<file path="src/rtl/ecc_corr_pkg.sv">
package ecc_corr_pkg;
  typedef enum logic [1:0] {
    ST_CLEAN = 2'd0,
    ST_FIXED = 2'd1,
    ST_BAD   = 2'd2
  } eccStat_e;

  // strobes from control to datapath
  typedef struct packed {
    logic loadCodes;
    logic clearAgg;
    logic classify;
    logic accumulate;
  } strobe_t;
endpackage

</file>
<file path="src/rtl/ecc_corr_dp.sv">
module ecc_corr_dp
  import ecc_corr_pkg::*;
#(
  parameter int SECTOR_BYTES = 512,
  parameter int SUBS         = 4,
  parameter int DATA_W       = 8
) (
  input  logic                                      clk,
  input  logic                                      rstN,
  input  strobe_t                                   stb,
  input  logic [$clog2(SUBS)-1:0]                   subIdx,
  input  logic [SUBS*2*($clog2(SECTOR_BYTES)+$clog2(DATA_W))-1:0] storedI,
  input  logic [SUBS*2*($clog2(SECTOR_BYTES)+$clog2(DATA_W))-1:0] calcI,
  input  logic [DATA_W-1:0]                         bufRdDataI,
  output logic [$clog2(SECTOR_BYTES)+$clog2(SUBS)-1:0] bufAddrO,
  output logic [DATA_W-1:0]                         bufWrDataO,
  output eccStat_e                                  clsO,
  output eccStat_e                                  statusO,
  output logic [$clog2(SECTOR_BYTES)+$clog2(SUBS)-1:0] errOffsetO,
  output logic [$clog2(DATA_W)-1:0]                 errBitO
);
  localparam int OFFS_W  = $clog2(SECTOR_BYTES);
  localparam int BIT_W   = $clog2(DATA_W);
  localparam int HALF_W  = OFFS_W + BIT_W;
  localparam int CODE_W  = 2 * HALF_W;
  localparam int SUB_W   = $clog2(SUBS);
  localparam int PAGE_AW = OFFS_W + SUB_W;
  localparam int CNT_W   = $clog2(CODE_W + 1);

  logic [SUBS*CODE_W-1:0] storedQ, calcQ;
  logic [CODE_W-1:0]      curStored, curCalc, syndrome;
  logic [CNT_W-1:0]       weight;
  eccStat_e               clsNext, clsQ, statQ;
  logic [OFFS_W-1:0]      offQ;
  logic [BIT_W-1:0]       bitQ;
  logic [PAGE_AW-1:0]     errOffQ;
  logic [BIT_W-1:0]       errBitQ;

  function automatic logic [CNT_W-1:0] popCount(input logic [CODE_W-1:0] v);
    logic [CNT_W-1:0] sum;
    sum = '0;
    for (int i = 0; i < CODE_W; i++) sum = sum + CNT_W'(v[i]);
    return sum;
  endfunction

  assign curStored = storedQ[subIdx*CODE_W +: CODE_W];
  assign curCalc   = calcQ[subIdx*CODE_W +: CODE_W];
  assign syndrome  = curStored ^ curCalc;
  assign weight    = popCount(syndrome);

  always_comb begin
    if (syndrome == '0)
      clsNext = ST_CLEAN;
    else if (weight == CNT_W'(HALF_W))
      clsNext = ST_FIXED;
    else if (curStored == '1 && curCalc == '0)
      clsNext = ST_CLEAN;   // erased sector
    else
      clsNext = ST_BAD;
  end

  always_ff @(posedge clk or negedge rstN) begin
    if (!rstN) begin
      storedQ <= '0;
      calcQ   <= '0;
      clsQ    <= ST_CLEAN;
      offQ    <= '0;
      bitQ    <= '0;
      statQ   <= ST_CLEAN;
      errOffQ <= '0;
      errBitQ <= '0;
    end else begin
      if (stb.loadCodes) begin
        storedQ <= storedI;
        calcQ   <= calcI;
      end
      if (stb.classify) begin
        clsQ <= clsNext;
        offQ <= syndrome[CODE_W-1 -: OFFS_W];
        bitQ <= syndrome[HALF_W +: BIT_W];
      end
      if (stb.clearAgg) begin
        statQ   <= ST_CLEAN;
        errOffQ <= '0;
        errBitQ <= '0;
      end else if (stb.accumulate) begin
        if (clsQ == ST_BAD) begin
          statQ <= ST_BAD;
        end else if (clsQ == ST_FIXED) begin
          if (statQ != ST_BAD) statQ <= ST_FIXED;
          errOffQ <= {subIdx, offQ};
          errBitQ <= bitQ;
        end
      end
    end
  end

  assign bufAddrO   = {subIdx, offQ};
  assign bufWrDataO = bufRdDataI ^ (DATA_W'(1) << bitQ);
  assign clsO       = clsQ;
  assign statusO    = statQ;
  assign errOffsetO = errOffQ;
  assign errBitO    = errBitQ;
endmodule

</file>
<file path="src/rtl/ecc_corr_ctrl.sv">
module ecc_corr_ctrl
  import ecc_corr_pkg::*;
#(
  parameter int SUBS = 4
) (
  input  logic                    clk,
  input  logic                    rstN,
  input  logic                    startI,
  input  logic                    wideI,
  input  eccStat_e                clsI,
  output strobe_t                 stb,
  output logic [$clog2(SUBS)-1:0] subIdxO,
  output logic                    bufRdEnO,
  output logic                    bufWrEnO,
  output logic                    doneO
);
  localparam int SUB_W = $clog2(SUBS);

  typedef enum logic [2:0] {S_IDLE, S_CLASS, S_FETCH, S_PATCH, S_FIN} state_e;

  state_e            stateQ, stateNext;
  logic [SUB_W-1:0]  subQ;
  logic              wideQ;
  logic              lastSub;

  assign lastSub = !wideQ || (subQ == SUB_W'(SUBS - 1));

  always_comb begin
    stb       = '0;
    stateNext = stateQ;
    bufRdEnO  = 1'b0;
    bufWrEnO  = 1'b0;
    doneO     = 1'b0;
    unique case (stateQ)
      S_IDLE: if (startI) begin
        stb.loadCodes = 1'b1;
        stb.clearAgg  = 1'b1;
        stateNext     = S_CLASS;
      end
      S_CLASS: begin
        stb.classify = 1'b1;
        stateNext    = S_FETCH;
      end
      S_FETCH: begin
        bufRdEnO  = (clsI == ST_FIXED);
        stateNext = S_PATCH;
      end
      S_PATCH: begin
        bufWrEnO       = (clsI == ST_FIXED);
        stb.accumulate = 1'b1;
        stateNext      = (clsI == ST_BAD || lastSub) ? S_FIN : S_CLASS;
      end
      S_FIN: begin
        doneO     = 1'b1;
        stateNext = S_IDLE;
      end
      default: stateNext = S_IDLE;
    endcase
  end

  always_ff @(posedge clk or negedge rstN) begin
    if (!rstN) begin
      stateQ <= S_IDLE;
      subQ   <= '0;
      wideQ  <= 1'b0;
    end else begin
      stateQ <= stateNext;
      if (stateQ == S_IDLE && startI) begin
        subQ  <= '0;
        wideQ <= wideI;
      end else if (stateQ == S_PATCH && stateNext == S_CLASS) begin
        subQ <= subQ + SUB_W'(1);
      end
    end
  end

  assign subIdxO = subQ;
endmodule

</file>
<file path="src/rtl/ecc_corr.sv">
module ecc_corr
  import ecc_corr_pkg::*;
#(
  parameter int SECTOR_BYTES = 512,
  parameter int SUBS         = 4,
  parameter int DATA_W       = 8,
  localparam int OFFS_W  = $clog2(SECTOR_BYTES),
  localparam int BIT_W   = $clog2(DATA_W),
  localparam int CODE_W  = 2 * (OFFS_W + BIT_W),
  localparam int PAGE_AW = OFFS_W + $clog2(SUBS)
) (
  input  logic                     clk,
  input  logic                     rstN,
  input  logic                     startI,
  input  logic                     wideI,
  input  logic [SUBS*CODE_W-1:0]   storedI,
  input  logic [SUBS*CODE_W-1:0]   calcI,
  output logic                     bufRdEnO,
  output logic [PAGE_AW-1:0]       bufAddrO,
  input  logic [DATA_W-1:0]        bufRdDataI,
  output logic                     bufWrEnO,
  output logic [DATA_W-1:0]        bufWrDataO,
  output logic                     doneO,
  output logic [1:0]               statusO,
  output logic [PAGE_AW-1:0]       errOffsetO,
  output logic [BIT_W-1:0]         errBitO
);
  strobe_t                  stb;
  logic [$clog2(SUBS)-1:0]  subIdx;
  eccStat_e                 cls, stat;

  ecc_corr_ctrl #(.SUBS(SUBS)) ctrl_i (
    .clk(clk), .rstN(rstN), .startI(startI), .wideI(wideI), .clsI(cls),
    .stb(stb), .subIdxO(subIdx), .bufRdEnO(bufRdEnO), .bufWrEnO(bufWrEnO),
    .doneO(doneO)
  );

  ecc_corr_dp #(.SECTOR_BYTES(SECTOR_BYTES), .SUBS(SUBS), .DATA_W(DATA_W)) dp_i (
    .clk(clk), .rstN(rstN), .stb(stb), .subIdx(subIdx),
    .storedI(storedI), .calcI(calcI), .bufRdDataI(bufRdDataI),
    .bufAddrO(bufAddrO), .bufWrDataO(bufWrDataO), .clsO(cls),
    .statusO(stat), .errOffsetO(errOffsetO), .errBitO(errBitO)
  );

  assign statusO = stat;
endmodule

</file>
<file path="config.mk">
export PLATFORM = sky130hd
export DESIGN_NAME = ecc_corr
export DESIGN_NICKNAME = d
export VERILOG_FILES = /design/src/rtl/ecc_corr_pkg.sv /design/src/rtl/ecc_corr_dp.sv /design/src/rtl/ecc_corr_ctrl.sv /design/src/rtl/ecc_corr.sv
export SDC_FILE = /design/constraint.sdc
export NUM_CORES = 1
export LEC_CHECK = 0
export BUFFER_PORTS_ARGS = -buffer_cell sky130_fd_sc_hd__clkbuf_2
export CORE_MARGIN = 10
export CORE_UTILIZATION = 51
export CTS_BUF_LIST = sky130_fd_sc_hd__clkbuf_4
export DETAILED_ROUTE_END_ITERATION = 12
export PLACE_DENSITY_LB_ADDON = 0.3
export SETUP_SLACK_MARGIN = 0.02
export SLEW_MARGIN = 20
export SYNTH_ARGS = -nofsm -noshare
export SYNTH_HDL_FRONTEND = slang
export SYNTH_SLANG_ARGS = --single-unit
</file>
<file path="constraint.sdc">
create_clock -name clk -period 5.8 [get_ports clk]
set_input_delay 0.29 -clock clk [delete_from_list [all_inputs] [get_ports clk]]
set_output_delay 0.29 -clock clk [all_outputs]
set_load 0.05 [all_outputs]
</file>
==> metrics.md <==
| Metric | Value |
|---|---|
| Worst Path Required | `6.36 ns` |
| Synth warn | `0` |
| CTS tree | `built` |
| Post-route ant nets | `0` |
| Synth Cell Area | `around 11,000 um^2` |
| Floorplan row count | `53` |
| Yosys top cell by area | `dfrtp_1` |
| Worst slew margin | `roughly 33%` |
| Vias per cell | `5.33` |
| Die Y-Extent | `166 um` |
| Final worst slack | `0.0762 ns` |
| Initial Util | `51.9%` |
| Vias after detailed routing | `10,200` |
| Crit path kind | `reg -> reg` |
| Reg2Reg Setup Slack | `0.08 ns` |
| Detailed-route wire length per cell | `19.2 um` |
| Worst slack at placement | `between 0.08 and 0.09 ns` |
| Layout cells sized above 1 | `26.0%` |
| Final Wtd Congestion | `0.929` |
| RSZ-0062 raised after global routing | `true` |
| Drt first pass iters | `5` |
| Syn nets | `between 1,000 and 1,500` |
| Fin nets | `1,831` |
| Slew at the pin with the worst max-slew slack | `0.999 ns` |
| Max-cap violations | `0` |
| Cells after synthesis | `1,137` |
| Total core area | `21,000 um^2` |
| Worst R2R Start | `ctrl_i.subIdxO[0]` |
| Number of synthesized register bits | `228` |
| Yosys top cell area share | `52.3%` |
| Final slew viol count | `0` |
| CTS Sinks | `about 230` |
| Final Setup Violations | `0` |
| Worst setup path start | `ctrl_i.subIdxO[0]` |
| Slowest cell delay on critical path | `0.56 ns` |
| Reg2Reg Depth | `17` |
| Global-route usage over all layers | `26.3%` |
| Global-route wire length before repair | `about 60,000 um` |
| Status | `finished clean` |
| Initial antenna violation count | `6` |
| Skew final | `0.0739 ns` |
| Yosys cell types | `36` |
| Largest net degree at the start of global routing | `202` |
| Die area | `~28,000 um^2` |
| Syn avg cell area | `between 9 and 10 um^2` |
| WL final | `36,900 um` |
| Worst setup endpoint | `dp_i.clsO[1]` |
| Die Width | `166 um` |
| Slowest-stage cell, CP | `mux4_2` |
| Synth-to-layout area growth | `39.9%` |
| Fin crit share | `between 90% and 100%` |
| WP data arrival | `about 6.3 ns` |
| Maximum clock insertion buffer count | `3` |
| CP Capture Type | `register` |
| Worst setup SP type | `register` |
| Final hold viol count | `0` |
| Minimum clock period | `~5.7 ns` |
| DRC violations left | `0` |
| Hold Path Class | `in -> async` |
| CP dominant cell by count | `fa_1` |
| Area contributors post-synth | `dfrtp_1, nand2_1, mux4_2` |
| Post-synthesis sequential area ratio | `around 52%` |
| Hpwl dp | `23,100 um` |
| Clock insertion delay at the later pin of the skew report | `0.71 ns` |
| Port Buf Inserts | `241` |
| FF+latch area | `5710 um^2` |
| Clk slew on worst S/H paths | `0.08 ns` |
| Overflow after GRT | `0` |
| Htree depth | `2` |
| Num CTS Buffers | `59` |
| Clk root buf | `clkbuf_4` |
| Critical path fanouts, max | `7` |
| Fillers | `approximately 1,400` |
| Vias in the first global route | `10,900` |
| Crit-path cells | `buf_6 -> mux4_2 -> xor2_2 -> ha_1 -> inv_1 -> fa_1 -> fa_1 -> fa_1 -> fa_1 -> fa_1 -> inv_2 -> fa_2 -> fa_2 -> nor3_2 -> nand3_1 -> nand2_1 -> o32ai_2` |
| Initial DRC Count | `1,131` |
| Num ports | `between 200 and 250` |
| Fmax | `175 MHz` |
| Area occupied by multi-input gates | `4880 um^2` |
| R2R Path End | `dp_i.clsO[1]` |
## routing by layer
| layer | GRT usage [%] | share of wire [%] |
|---|---|---|
| met5 | 0 | 0 |
| met4 | 11.8 | 4.3 |
| met3 | 6.89 | 9.0 |
| met2 | 42.1 | 48 |
| met1 | 32.9 | 39 |
## placed cells by master (no fill, tap or decap), drive strengths merged, types with 3 or more instances in the layout
cell type | Yosys | layout
a21oi | 12 | 12
buf | 10 | 29
clkbuf | 54 | 326
clkinv | 0 | 15
dfrtp | 228 | 228
diode | 0 | 7
dlygate4sd3 | 0 | 195
fa | 17 | 17
ha | 11 | 11
inv | 26 | 26
mux2i | 8 | 8
mux4 | 48 | 48
nand2 | 605 | 605
nand3 | 3 | 3
nand4 | 8 | 8
nor2 | 27 | 27
nor2b | 3 | 3
nor3 | 5 | 5
nor3b | 3 | 3
nor4bb | 9 | 9
o21ai | 8 | 8
xnor2 | 25 | 25
xor2 | 11 | 11
## worst min-delay path by stage
| stage | to | slack (ns) | start | cells after the start |
|---|---|---|---|---|
| final | dp_i.calcQ[71] | 0.21 | rstN | 2 |
| after global routing | dp_i.calcQ[47] | 0.25 | rstN | 2 |
| after CTS | dp_i.calcQ[18] | 0.23 | rstN | 2 |
| after detailed placement | dp_i.calcQ[13] | 0.36 | rstN | 1 |
| after global placement | dp_i.calcQ[13] | 0.37 | rstN | 1 |
| after floorplan | ctrl_i.stateQ[0] | -0.006 | rstN | 0 |
## cell families after synthesis
group / share of synthesized area, %
flip-flops: 52.3
adder cells (fa/ha/maj): 4.38
AO/OA/AOI/OAI: 1.22
AND/OR/NAND/NOR: 24.5
buffers and inverters: 3.44
XOR/XNOR: 3.24
multiplexers: 10.9
## cell type report
type / count / share of cell area (%)
Antenna cell: 7 / 0.115
Clock buffer: 85 / 4.18
Clock inverter: 17 / 0.771
Inverter: 26 / 0.640
Multi-Input combinational cell: 819 / 32.0
Sequential cell: 228 / 37.4
Tap cell: 275 / 2.26
Timing Repair Buffer: 465 / 22.6
## Yosys cell counts, drive strengths merged
cell type and count:
or4 2, nor4 1, o211a 1, o22ai 1, xnor2 25, nand3b 2
nor2b 3, nor3 5, nand2 605, ha 11, o32ai 1, inv 26
nor4b 2, xor2 11, mux2i 8, buf 10, a21oi 12, nand3 3
nor4bb 9, nor3b 3, and3 2, clkbuf 54, mux2 2, nor2 27
mux4 48, a21o 1, nand4 8, dfrtp 228, fa 17, o21ai 8
and4b 1
## critical path, delay by kind of cell, from the launching register on
family,cells,cell delay [ns]
fa+ha+maj,8,3.64
mux,1,0.56
simple gates,3,0.17
flops,1,0.50
xor+xnor,1,0.21
buf+inv,3,0.24
compound gates,1,0.25
## sequential cells by signal (all words and copies together), names as in the netlist
name / flops
ctrl_i.subIdxO: 2
dp_i.offQ: 9
dp_i.errBitO: 3
dp_i.errOffsetO: 11
dp_i.clsO: 2
dp_i.bitQ: 3
dp_i.calcQ: 96
dp_i.statusO: 2
dp_i.storedQ: 96
ctrl_i.stateQ: 3
ctrl_i.wideQ: 1
## stage by stage
stage                     area [um^2]  instances  hold WS [ns]  setup TNS, ns  utilization [%]
after global routing            15200       1921         0.250        -0.0908             72.5
after global placement          12400       1612         0.366              0             59.1
after CTS                       15100       1909         0.233              0             72.0
after detailed placement        12400       1612         0.362              0             59.1
after floorplan                 11000       1137      -0.00559        -0.0376                -
final                           15200       1922         0.212              0             72.5
## repair_timing
| item | 4_1_cts | 5_1_grt |
|---|---|---|
| buffers inserted | 0 | 5 |
| endpoints found under the hold margin | 290 | 0 |
| resized for setup | 0 | 6 |
| hold buffers | 195 | 0 |
| setup endpoints to repair | 0 | 2 |
Power is not shown: default switching activity piles up to over one toggle a cycle in this logic, so the estimate is an artifact.
